**src/rtl/i2c_tgt_stat_pkg.sv**
```systemverilog
package i2c_tgt_stat_pkg;
   // Bit positions in the status word
   localparam int B_TXE    = 0;
   localparam int B_TXUF   = 1;
   localparam int B_TXDN   = 2;
   localparam int B_RXI    = 3;
   localparam int B_RXOV   = 4;
   localparam int B_NACK   = 5;
   localparam int B_BUSY   = 6;
   localparam int B_GCI    = 7;
   localparam int B_GCK_LO = 8;
   localparam int B_PSTOP  = 10;
   localparam int B_ID_LO  = 11;
   localparam int B_RSTA   = 13;
   localparam int B_STA    = 14;
   localparam int USED_W   = 15;
   localparam int ID_W     = 2;
   localparam int GCK_W    = 2;

   typedef enum logic [1:0] {
      GC_NONE     = 2'b00,
      GC_RST_PROG = 2'b01,
      GC_PROG     = 2'b10,
      GC_ALT      = 2'b11
   } gc_kind_e;
endpackage

```
**src/rtl/i2c_tgt_flag.sv**
```systemverilog
// One sticky flag. The SET_WINS parameter chooses the collision priority.
module i2c_tgt_flag #(
   parameter bit RST_VAL  = 1'b0,
   parameter bit SET_WINS = 1'b1
) (
   input  logic clk_i,
   input  logic rst_ni,
   input  logic set_i,
   input  logic clr_i,
   output logic q_o
);
   logic q_d;

   generate
      if (SET_WINS) begin : g_set_first
         always_comb begin
            if (set_i)      q_d = 1'b1;
            else if (clr_i) q_d = 1'b0;
            else            q_d = q_o;
         end
      end else begin : g_clr_first
         always_comb begin
            if (clr_i)      q_d = 1'b0;
            else if (set_i) q_d = 1'b1;
            else            q_d = q_o;
         end
      end
   endgenerate

   always_ff @(posedge clk_i or negedge rst_ni) begin
      if (!rst_ni) q_o <= RST_VAL;
      else         q_o <= q_d;
   end

   // Set wins over a clear in the same cycle
   assert_flag_set_R12: assert property (@(posedge clk_i) disable iff (!rst_ni)
      (set_i && (SET_WINS || !clr_i)) |=> q_o);
   assert_flag_clr_R12: assert property (@(posedge clk_i) disable iff (!rst_ni)
      (clr_i && !set_i) |=> !q_o);
   assert_flag_hold_R12: assert property (@(posedge clk_i) disable iff (!rst_ni)
      (!set_i && !clr_i) |=> $stable(q_o));
endmodule

```
**src/rtl/i2c_tgt_field.sv**
```systemverilog
// Multi-bit code register: load has priority over clear.
module i2c_tgt_field #(
   parameter int W = 2
) (
   input  logic         clk_i,
   input  logic         rst_ni,
   input  logic         load_i,
   input  logic         clr_i,
   input  logic [W-1:0] d_i,
   output logic [W-1:0] q_o
);
   generate
      if (W < 1) begin : g_bad_w
         $error("i2c_tgt_field: W must be at least 1");
      end
   endgenerate

   always_ff @(posedge clk_i or negedge rst_ni) begin
      if (!rst_ni)     q_o <= '0;
      else if (load_i) q_o <= d_i;
      else if (clr_i)  q_o <= '0;
   end

   // Index and general call kind codes load and hold
   assert_field_load_R4: assert property (@(posedge clk_i) disable iff (!rst_ni)
      load_i |=> (q_o == $past(d_i)));
   assert_field_hold_R4: assert property (@(posedge clk_i) disable iff (!rst_ni)
      (!load_i && !clr_i) |=> $stable(q_o));
   assert_field_clr_R6: assert property (@(posedge clk_i) disable iff (!rst_ni)
      (clr_i && !load_i) |=> (q_o == '0));
endmodule

```
**src/rtl/i2c_tgt_txe.sv**
```systemverilog
// Transmit-empty flag: cleared after NWR transmit writes counted since the last set.
module i2c_tgt_txe #(
   parameter int NWR = 2
) (
   input  logic clk_i,
   input  logic rst_ni,
   input  logic set_i,
   input  logic wr_i,
   output logic q_o
);
   localparam int CW = (NWR < 2) ? 1 : $clog2(NWR);
   localparam logic [CW-1:0] LAST = CW'(NWR - 1);

   logic [CW-1:0] cnt_q;

   generate
      if (NWR < 1) begin : g_bad_nwr
         $error("i2c_tgt_txe: NWR must be at least 1");
      end
   endgenerate

   always_ff @(posedge clk_i or negedge rst_ni) begin
      if (!rst_ni) begin
         q_o   <= 1'b1;
         cnt_q <= '0;
      end else if (set_i) begin
         q_o   <= 1'b1;
         cnt_q <= '0;
      end else if (q_o && wr_i) begin
         if (cnt_q == LAST) begin
            q_o   <= 1'b0;
            cnt_q <= '0;
         end else begin
            cnt_q <= cnt_q + 1'b1;
         end
      end
   end

   assert_txe_set_R10: assert property (@(posedge clk_i) disable iff (!rst_ni)
      set_i |=> q_o);
   assert_txe_early_R10: assert property (@(posedge clk_i) disable iff (!rst_ni)
      (q_o && wr_i && !set_i && (cnt_q != LAST)) |=> q_o);
   assert_txe_nowr_R10: assert property (@(posedge clk_i) disable iff (!rst_ni)
      (!set_i && !wr_i) |=> $stable(q_o));
endmodule

```
**src/rtl/i2c_tgt_stat.sv**
```systemverilog
module i2c_tgt_stat
   import i2c_tgt_stat_pkg::*;
#(
   parameter int STAT_W     = 32,
   parameter int TXE_WRITES = 2,
   parameter bit SET_WINS   = 1'b1
) (
   input  logic              clk_i,
   input  logic              rst_ni,
   input  logic              ev_start_match_i,
   input  logic              ev_rstart_match_i,
   input  logic [1:0]        ev_match_id_i,
   input  logic              ev_stop_i,
   input  logic              ev_gcall_i,
   input  logic [1:0]        ev_gc_kind_i,
   input  logic              ev_rx_byte_i,
   input  logic              ev_rx_ovf_i,
   input  logic              ev_tx_done_i,
   input  logic              ev_tx_under_i,
   input  logic              ev_tx_empty_i,
   input  logic              ev_nodata_i,
   input  logic              eng_busy_i,
   input  logic              rd_stat_i,
   input  logic              rd_rxdata_i,
   input  logic              wr_txdata_i,
   input  logic              rx_flush_i,
   input  logic              gc_ack_i,
   output logic [STAT_W-1:0] stat_o
);
   generate
      if (STAT_W < USED_W) begin : g_bad_stat_w
         $error("i2c_tgt_stat: STAT_W too narrow for the status layout");
      end
   endgenerate

   logic             gc_rst;
   logic             addr_any;
   logic             q_sta, q_rsta, q_pstop, q_gci, q_nack;
   logic             q_rxov, q_rxi, q_txdn, q_txuf, q_txe;
   logic [ID_W-1:0]  id_q;
   logic [GCK_W-1:0] gck_q;

   assign gc_rst   = ev_gcall_i && (gc_kind_e'(ev_gc_kind_i) == GC_RST_PROG);
   assign addr_any = ev_start_match_i || ev_rstart_match_i;

   i2c_tgt_flag #(.RST_VAL(1'b0), .SET_WINS(SET_WINS)) u_sta (
      .clk_i(clk_i), .rst_ni(rst_ni), .set_i(ev_start_match_i),
      .clr_i(ev_stop_i || gc_rst), .q_o(q_sta));

   i2c_tgt_flag #(.RST_VAL(1'b0), .SET_WINS(SET_WINS)) u_rsta (
      .clk_i(clk_i), .rst_ni(rst_ni), .set_i(ev_rstart_match_i),
      .clr_i(ev_stop_i || rd_stat_i || gc_rst), .q_o(q_rsta));

   i2c_tgt_flag #(.RST_VAL(1'b0), .SET_WINS(SET_WINS)) u_pstop (
      .clk_i(clk_i), .rst_ni(rst_ni), .set_i(ev_stop_i && (q_sta || q_rsta)),
      .clr_i(rd_stat_i), .q_o(q_pstop));

   i2c_tgt_flag #(.RST_VAL(1'b0), .SET_WINS(SET_WINS)) u_gci (
      .clk_i(clk_i), .rst_ni(rst_ni), .set_i(ev_gcall_i),
      .clr_i(gc_ack_i), .q_o(q_gci));

   i2c_tgt_flag #(.RST_VAL(1'b0), .SET_WINS(SET_WINS)) u_nack (
      .clk_i(clk_i), .rst_ni(rst_ni), .set_i(ev_nodata_i),
      .clr_i(rd_stat_i), .q_o(q_nack));

   i2c_tgt_flag #(.RST_VAL(1'b0), .SET_WINS(SET_WINS)) u_rxov (
      .clk_i(clk_i), .rst_ni(rst_ni), .set_i(ev_rx_ovf_i),
      .clr_i(rd_rxdata_i), .q_o(q_rxov));

   i2c_tgt_flag #(.RST_VAL(1'b0), .SET_WINS(SET_WINS)) u_rxi (
      .clk_i(clk_i), .rst_ni(rst_ni), .set_i(ev_rx_byte_i),
      .clr_i(rd_rxdata_i || rx_flush_i), .q_o(q_rxi));

   i2c_tgt_flag #(.RST_VAL(1'b0), .SET_WINS(SET_WINS)) u_txdn (
      .clk_i(clk_i), .rst_ni(rst_ni), .set_i(ev_tx_done_i),
      .clr_i(wr_txdata_i), .q_o(q_txdn));

   i2c_tgt_flag #(.RST_VAL(1'b0), .SET_WINS(SET_WINS)) u_txuf (
      .clk_i(clk_i), .rst_ni(rst_ni), .set_i(ev_tx_under_i),
      .clr_i(wr_txdata_i), .q_o(q_txuf));

   i2c_tgt_txe #(.NWR(TXE_WRITES)) u_txe (
      .clk_i(clk_i), .rst_ni(rst_ni), .set_i(ev_tx_empty_i),
      .wr_i(wr_txdata_i), .q_o(q_txe));

   i2c_tgt_field #(.W(ID_W)) u_id (
      .clk_i(clk_i), .rst_ni(rst_ni), .load_i(addr_any), .clr_i(1'b0),
      .d_i(ev_match_id_i), .q_o(id_q));

   i2c_tgt_field #(.W(GCK_W)) u_gck (
      .clk_i(clk_i), .rst_ni(rst_ni), .load_i(ev_gcall_i), .clr_i(gc_ack_i),
      .d_i(ev_gc_kind_i), .q_o(gck_q));

   always_comb begin
      stat_o                       = '0;
      stat_o[B_STA]                = q_sta;
      stat_o[B_RSTA]               = q_rsta;
      stat_o[B_ID_LO +: ID_W]      = id_q;
      stat_o[B_PSTOP]              = q_pstop;
      stat_o[B_GCK_LO +: GCK_W]    = gck_q;
      stat_o[B_GCI]                = q_gci;
      stat_o[B_BUSY]               = eng_busy_i;
      stat_o[B_NACK]               = q_nack;
      stat_o[B_RXOV]               = q_rxov;
      stat_o[B_RXI]                = q_rxi;
      stat_o[B_TXDN]               = q_txdn;
      stat_o[B_TXUF]               = q_txuf;
      stat_o[B_TXE]                = q_txe;
   end

   assert_sta_stop_R2: assert property (@(posedge clk_i) disable iff (!rst_ni)
      (ev_stop_i && !ev_start_match_i) |=> !stat_o[B_STA]);
   assert_rsta_read_R3: assert property (@(posedge clk_i) disable iff (!rst_ni)
      (rd_stat_i && !ev_rstart_match_i) |=> !stat_o[B_RSTA]);
   assert_pstop_set_R5: assert property (@(posedge clk_i) disable iff (!rst_ni)
      (ev_stop_i && (stat_o[B_STA] || stat_o[B_RSTA])) |=> stat_o[B_PSTOP]);
   assert_gci_hold_R6: assert property (@(posedge clk_i) disable iff (!rst_ni)
      (!ev_gcall_i && !gc_ack_i) |=> $stable(stat_o[B_GCI]));
   assert_nack_read_R7: assert property (@(posedge clk_i) disable iff (!rst_ni)
      (rd_stat_i && !ev_nodata_i) |=> !stat_o[B_NACK]);
   assert_rxi_flush_R8: assert property (@(posedge clk_i) disable iff (!rst_ni)
      (rx_flush_i && !ev_rx_byte_i) |=> !stat_o[B_RXI]);
   assert_txdn_write_R9: assert property (@(posedge clk_i) disable iff (!rst_ni)
      (wr_txdata_i && !ev_tx_done_i) |=> !stat_o[B_TXDN]);
endmodule

```
**config.mk**
```make
export PLATFORM = sky130hd
export DESIGN_NAME = i2c_tgt_stat
export DESIGN_NICKNAME = d
export VERILOG_FILES = /design/src/rtl/i2c_tgt_stat_pkg.sv /design/src/rtl/i2c_tgt_flag.sv /design/src/rtl/i2c_tgt_field.sv /design/src/rtl/i2c_tgt_txe.sv /design/src/rtl/i2c_tgt_stat.sv
export SDC_FILE = /design/constraint.sdc
export NUM_CORES = 1
export LEC_CHECK = 0
export CORE_UTILIZATION = 35
export CTS_BUF_LIST = sky130_fd_sc_hd__clkbuf_16
export DETAILED_ROUTE_END_ITERATION = 10
export GPL_TIMING_DRIVEN = 0
export HOLD_SLACK_MARGIN = 0.15
export PLACE_DENSITY = 0.86
export SYNTH_ARGS = -nofsm -noshare
export SYNTH_HDL_FRONTEND = slang
export SYNTH_HIERARCHICAL = 1
export SYNTH_SLANG_ARGS = --single-unit
```
**constraint.sdc**
```tcl
create_clock -name clk_i -period 1.3 [get_ports clk_i]
set_clock_uncertainty 0.2 [all_clocks]
set_input_delay 0.26 -clock clk_i [delete_from_list [all_inputs] [get_ports clk_i]]
set_output_delay 0.26 -clock clk_i [all_outputs]
set_load 0.1 [all_outputs]
```
==> summary.txt <==
Run status
  – Status: finished, violations left
  – Failing checks: setup timing

Drt
  – Initial DRC count: 3
  – Vias per cell: roughly 3.8
  – Initial DRT Pass Iterations: 2
  – Wire per inst: 9.20 microns
  – Final ANT Viol Nets: 0
  – Final wirelength: ~1500 microns
  – Remaining DRCs: 0
  – Vias: 640

Global routing
  – Largest net degree at the start of global routing: 16
  – Vias in the first global route: 610
  – First-pass GRT wire length: 2400 microns
  – GR Layer Usage met3: 2.68%
  – Met1 Resource Use GR: 12.3%
  – Busiest grt layer: met2
  – Antenna violations before repair: 0
  – GRT Total Usage: 12.6%
  – Overflow after GRT: 0
  – Met2 Use GR: 24.8%

Yosys
  – Warnings, synthesis: 6
  – Post-synth cell types: 17
  – Synth Register Bits: 15
  – Seq/Total Area, Yosys: between 40 and 50%
  – Cells after Synth: 85
  – Avg Inst Size Synth: between 9 and 10 sq um
  – Post-synthesis cell area: roughly 840 sq um

Timing
  – Final period utilization: 109%
  – Slew headroom: 55.8%
  – Final worst path period need: 1420 ps
  – Final Hold Vio Count: 0
  – Final max-slew violation count: 0
  – TNS Setup: -122 ps
  – Unrepaired setup endpoints after global routing: yes
  – Slew @ Worst Pin: about 660 ps
  – Setup-failing EPs final: 1
  – Fmax: 0.703 GHz
  – Post-route setup slack: -122 ps

Worst hold path
  – Hold depth: 2
  – Hold Path End: u_gci/q_o
  – HP Start: ev_gcall_i
  – Hold crit path type: in -> reg

Finish
  – Post-Layout Inst Area: between 1500 and 2000 sq um
  – Most common cell after layout, fill and taps aside: buf_4
  – Antenna Cells: 0
  – Fin nets: 163
  – Util after Layout: 67.3%
  – Area Overhead vs Synth: 79.0%
  – Most frequent cells in the layout: buf_4 (26), conb_1 (19), clkdlybuf4s50_1 (19)
  – Layout Cells excl Fill: 168
  – Share of cells above drive strength 1: 40.0%

Placement
  – DP Area: 1300 sq um
  – Place WS: -919 ps
  – Port buffer count: 35
  – Hpwl dp: 1330 microns
  – GP Congestion: 0.732
  – Inst Count DP: 166

Power and ir drop
  – LEAKAGE: between 0.7 and 0.8 nW
  – Reg power frac: 28.2%
  – Power Density: 1280 nW/um^2
  – Sw Pwr: 0.000741 W
  – Max VDD drop: about 0.0010 V
  – Sw Share: 38.6%
  – Logic gate share of total power: 41.7%
  – Clk pwr share: 30.1%
  – Internal power: 0.00118 W

Clocking
  – Worst skew pair latency: 240 ps
  – CTS Buf Count: 3
  – Clock root cell: clkbuf_16
  – Longest Clk Path Bufs: 2
  – CTS tree: yes
  – Sink Count: 15
  – CTS clk-pin slew, worst paths: 50 ps
  – H-tree Lvls: 1
  – # hold bufs at CTS: 0

Critical path
  – CP max stage delay: ~550 ps
  – Critical Path RT: 840 ps
  – CP Capture Type: output pin
  – Worst reg2reg path endpoint: u_pstop/q_o
  – Worst reg2reg path depth: 3
  – Crit Path Max Fanout: 2
  – Delay-heaviest family, CP: flip-flops
  – Crit path arrival time: ~960 ps
  – Worst path cell trace: buf_12
  – Kind of start point of the critical path: flip-flop
  – Worst r2r src: u_rsta/q_o
  – Critical path type: reg -> out
  – Reg2Reg Setup Slack: 120 ps
  – Buf/Inv on CP: 1
  – Crit path max-delay cell type: dfstp_2

Die
  – DIE AREA: 2600 sq um
  – Top Ports: 54
  – Core ar.: 2230 sq um
  – Initial core utilization: 37.6%
  – Width of the die: 51.0 microns
  – # rows: 17
  – Die extent in y: slightly above 50 microns

Flow run
  – Maxcap violations: 0
[cell usage after synthesis]
master,n,area [sq um]
inv_1,10,37.5
a21oi_2,1,8.76
dfrtp_1,14,350
o21ai_2,2,17.5
a311o_1,1,10.0
conb_1,1,3.75
dfstp_2,1,26.3
a21o_1,10,75.1
nand2_1,5,18.8
buf_4,28,210
nand2b_1,4,25.0
a31o_2,1,8.76
o21ai_1,2,10.0
o21a_1,1,7.51
nand3b_1,1,7.51
or2_2,2,12.5
a21bo_1,1,10.0
[final cells by class]
cell class | instances | area [sq um]
plain buffers | 18 | 135
flip-flops and latches | 15 | 382
repair buffers | 43 | 548
fillers | 178 | 731
clock buffers | 3 | 75.1
well taps | 28 | 35.0
multi-input cells | 50 | 285
inverters | 10 | 37.5
clock inverters | 1 | 5.00
[registers in the layout, summed over array words and instances (netlist names)]
name,count
u_sta/q_o,1
u_nack/q_o,1
u_pstop/q_o,1
u_rsta/q_o,1
u_txe/q_o,1
u_id/q_o,2
u_txdn/q_o,1
u_txe/cnt_q,1
u_rxi/q_o,1
u_txuf/q_o,1
u_gci/q_o,1
u_gck/q_o,2
u_rxov/q_o,1
[metal layers]
| metal | up-vias | wire [microns] |
|---|---|---|
| li1 | 332 | - |
| met1 | 283 | 552 |
| met5 | - | 0 |
| met4 | 0 | 0 |
| met2 | 25 | 883 |
| met3 | 0 | 110 |
[how the worst max path moves through the flow]
stage / startpoint / end / slack (ps) / cells after the start
floorplan: u_txe/q_o / stat_o[0] / 30 / 1
global placement: u_txe/q_o / stat_o[0] / -900 / 2
detailed placement: u_txe/q_o / stat_o[0] / -920 / 2
CTS: u_txe/q_o / stat_o[0] / -130 / 1
global route: u_txe/q_o / stat_o[0] / -140 / 1
finish: u_txe/q_o / stat_o[0] / -120 / 1
[power by group through the flow]
stage               Sequential, W  Clock [W]  Combinational, W
floorplan                0.000597          0          0.000519
global placement         0.000531          0          0.000730
detailed placement       0.000533          0          0.000737
CTS                      0.000537   0.000596          0.000777
global route             0.000544   0.000620          0.000828
finish                   0.000541   0.000578          0.000801
[kinds of logic after synthesis]
family	Yosys count	share of synthesized area, %
AO/OA/AOI/OAI	19	17.6
AND/OR/NAND/NOR	12	7.60
flip-flops	15	44.9
other	1	0.447
buffers and inverters	38	29.5
[stage by stage]
stage | power (W) | hold slack [ps]
floorplan | 0.00112 | -236
global placement | 0.00126 | 263
detailed placement | 0.00127 | 270
CTS | 0.00191 | 257
global route | 0.00199 | 177
finish | 0.00192 | 153
[timing repair]
item                       CTS  global route
gates cloned                 0             0
resized for setup          124             9
buffers inserted             5             3
setup endpoints to repair   17            14
No activity file was read; power rests on OpenSTA's default activity.
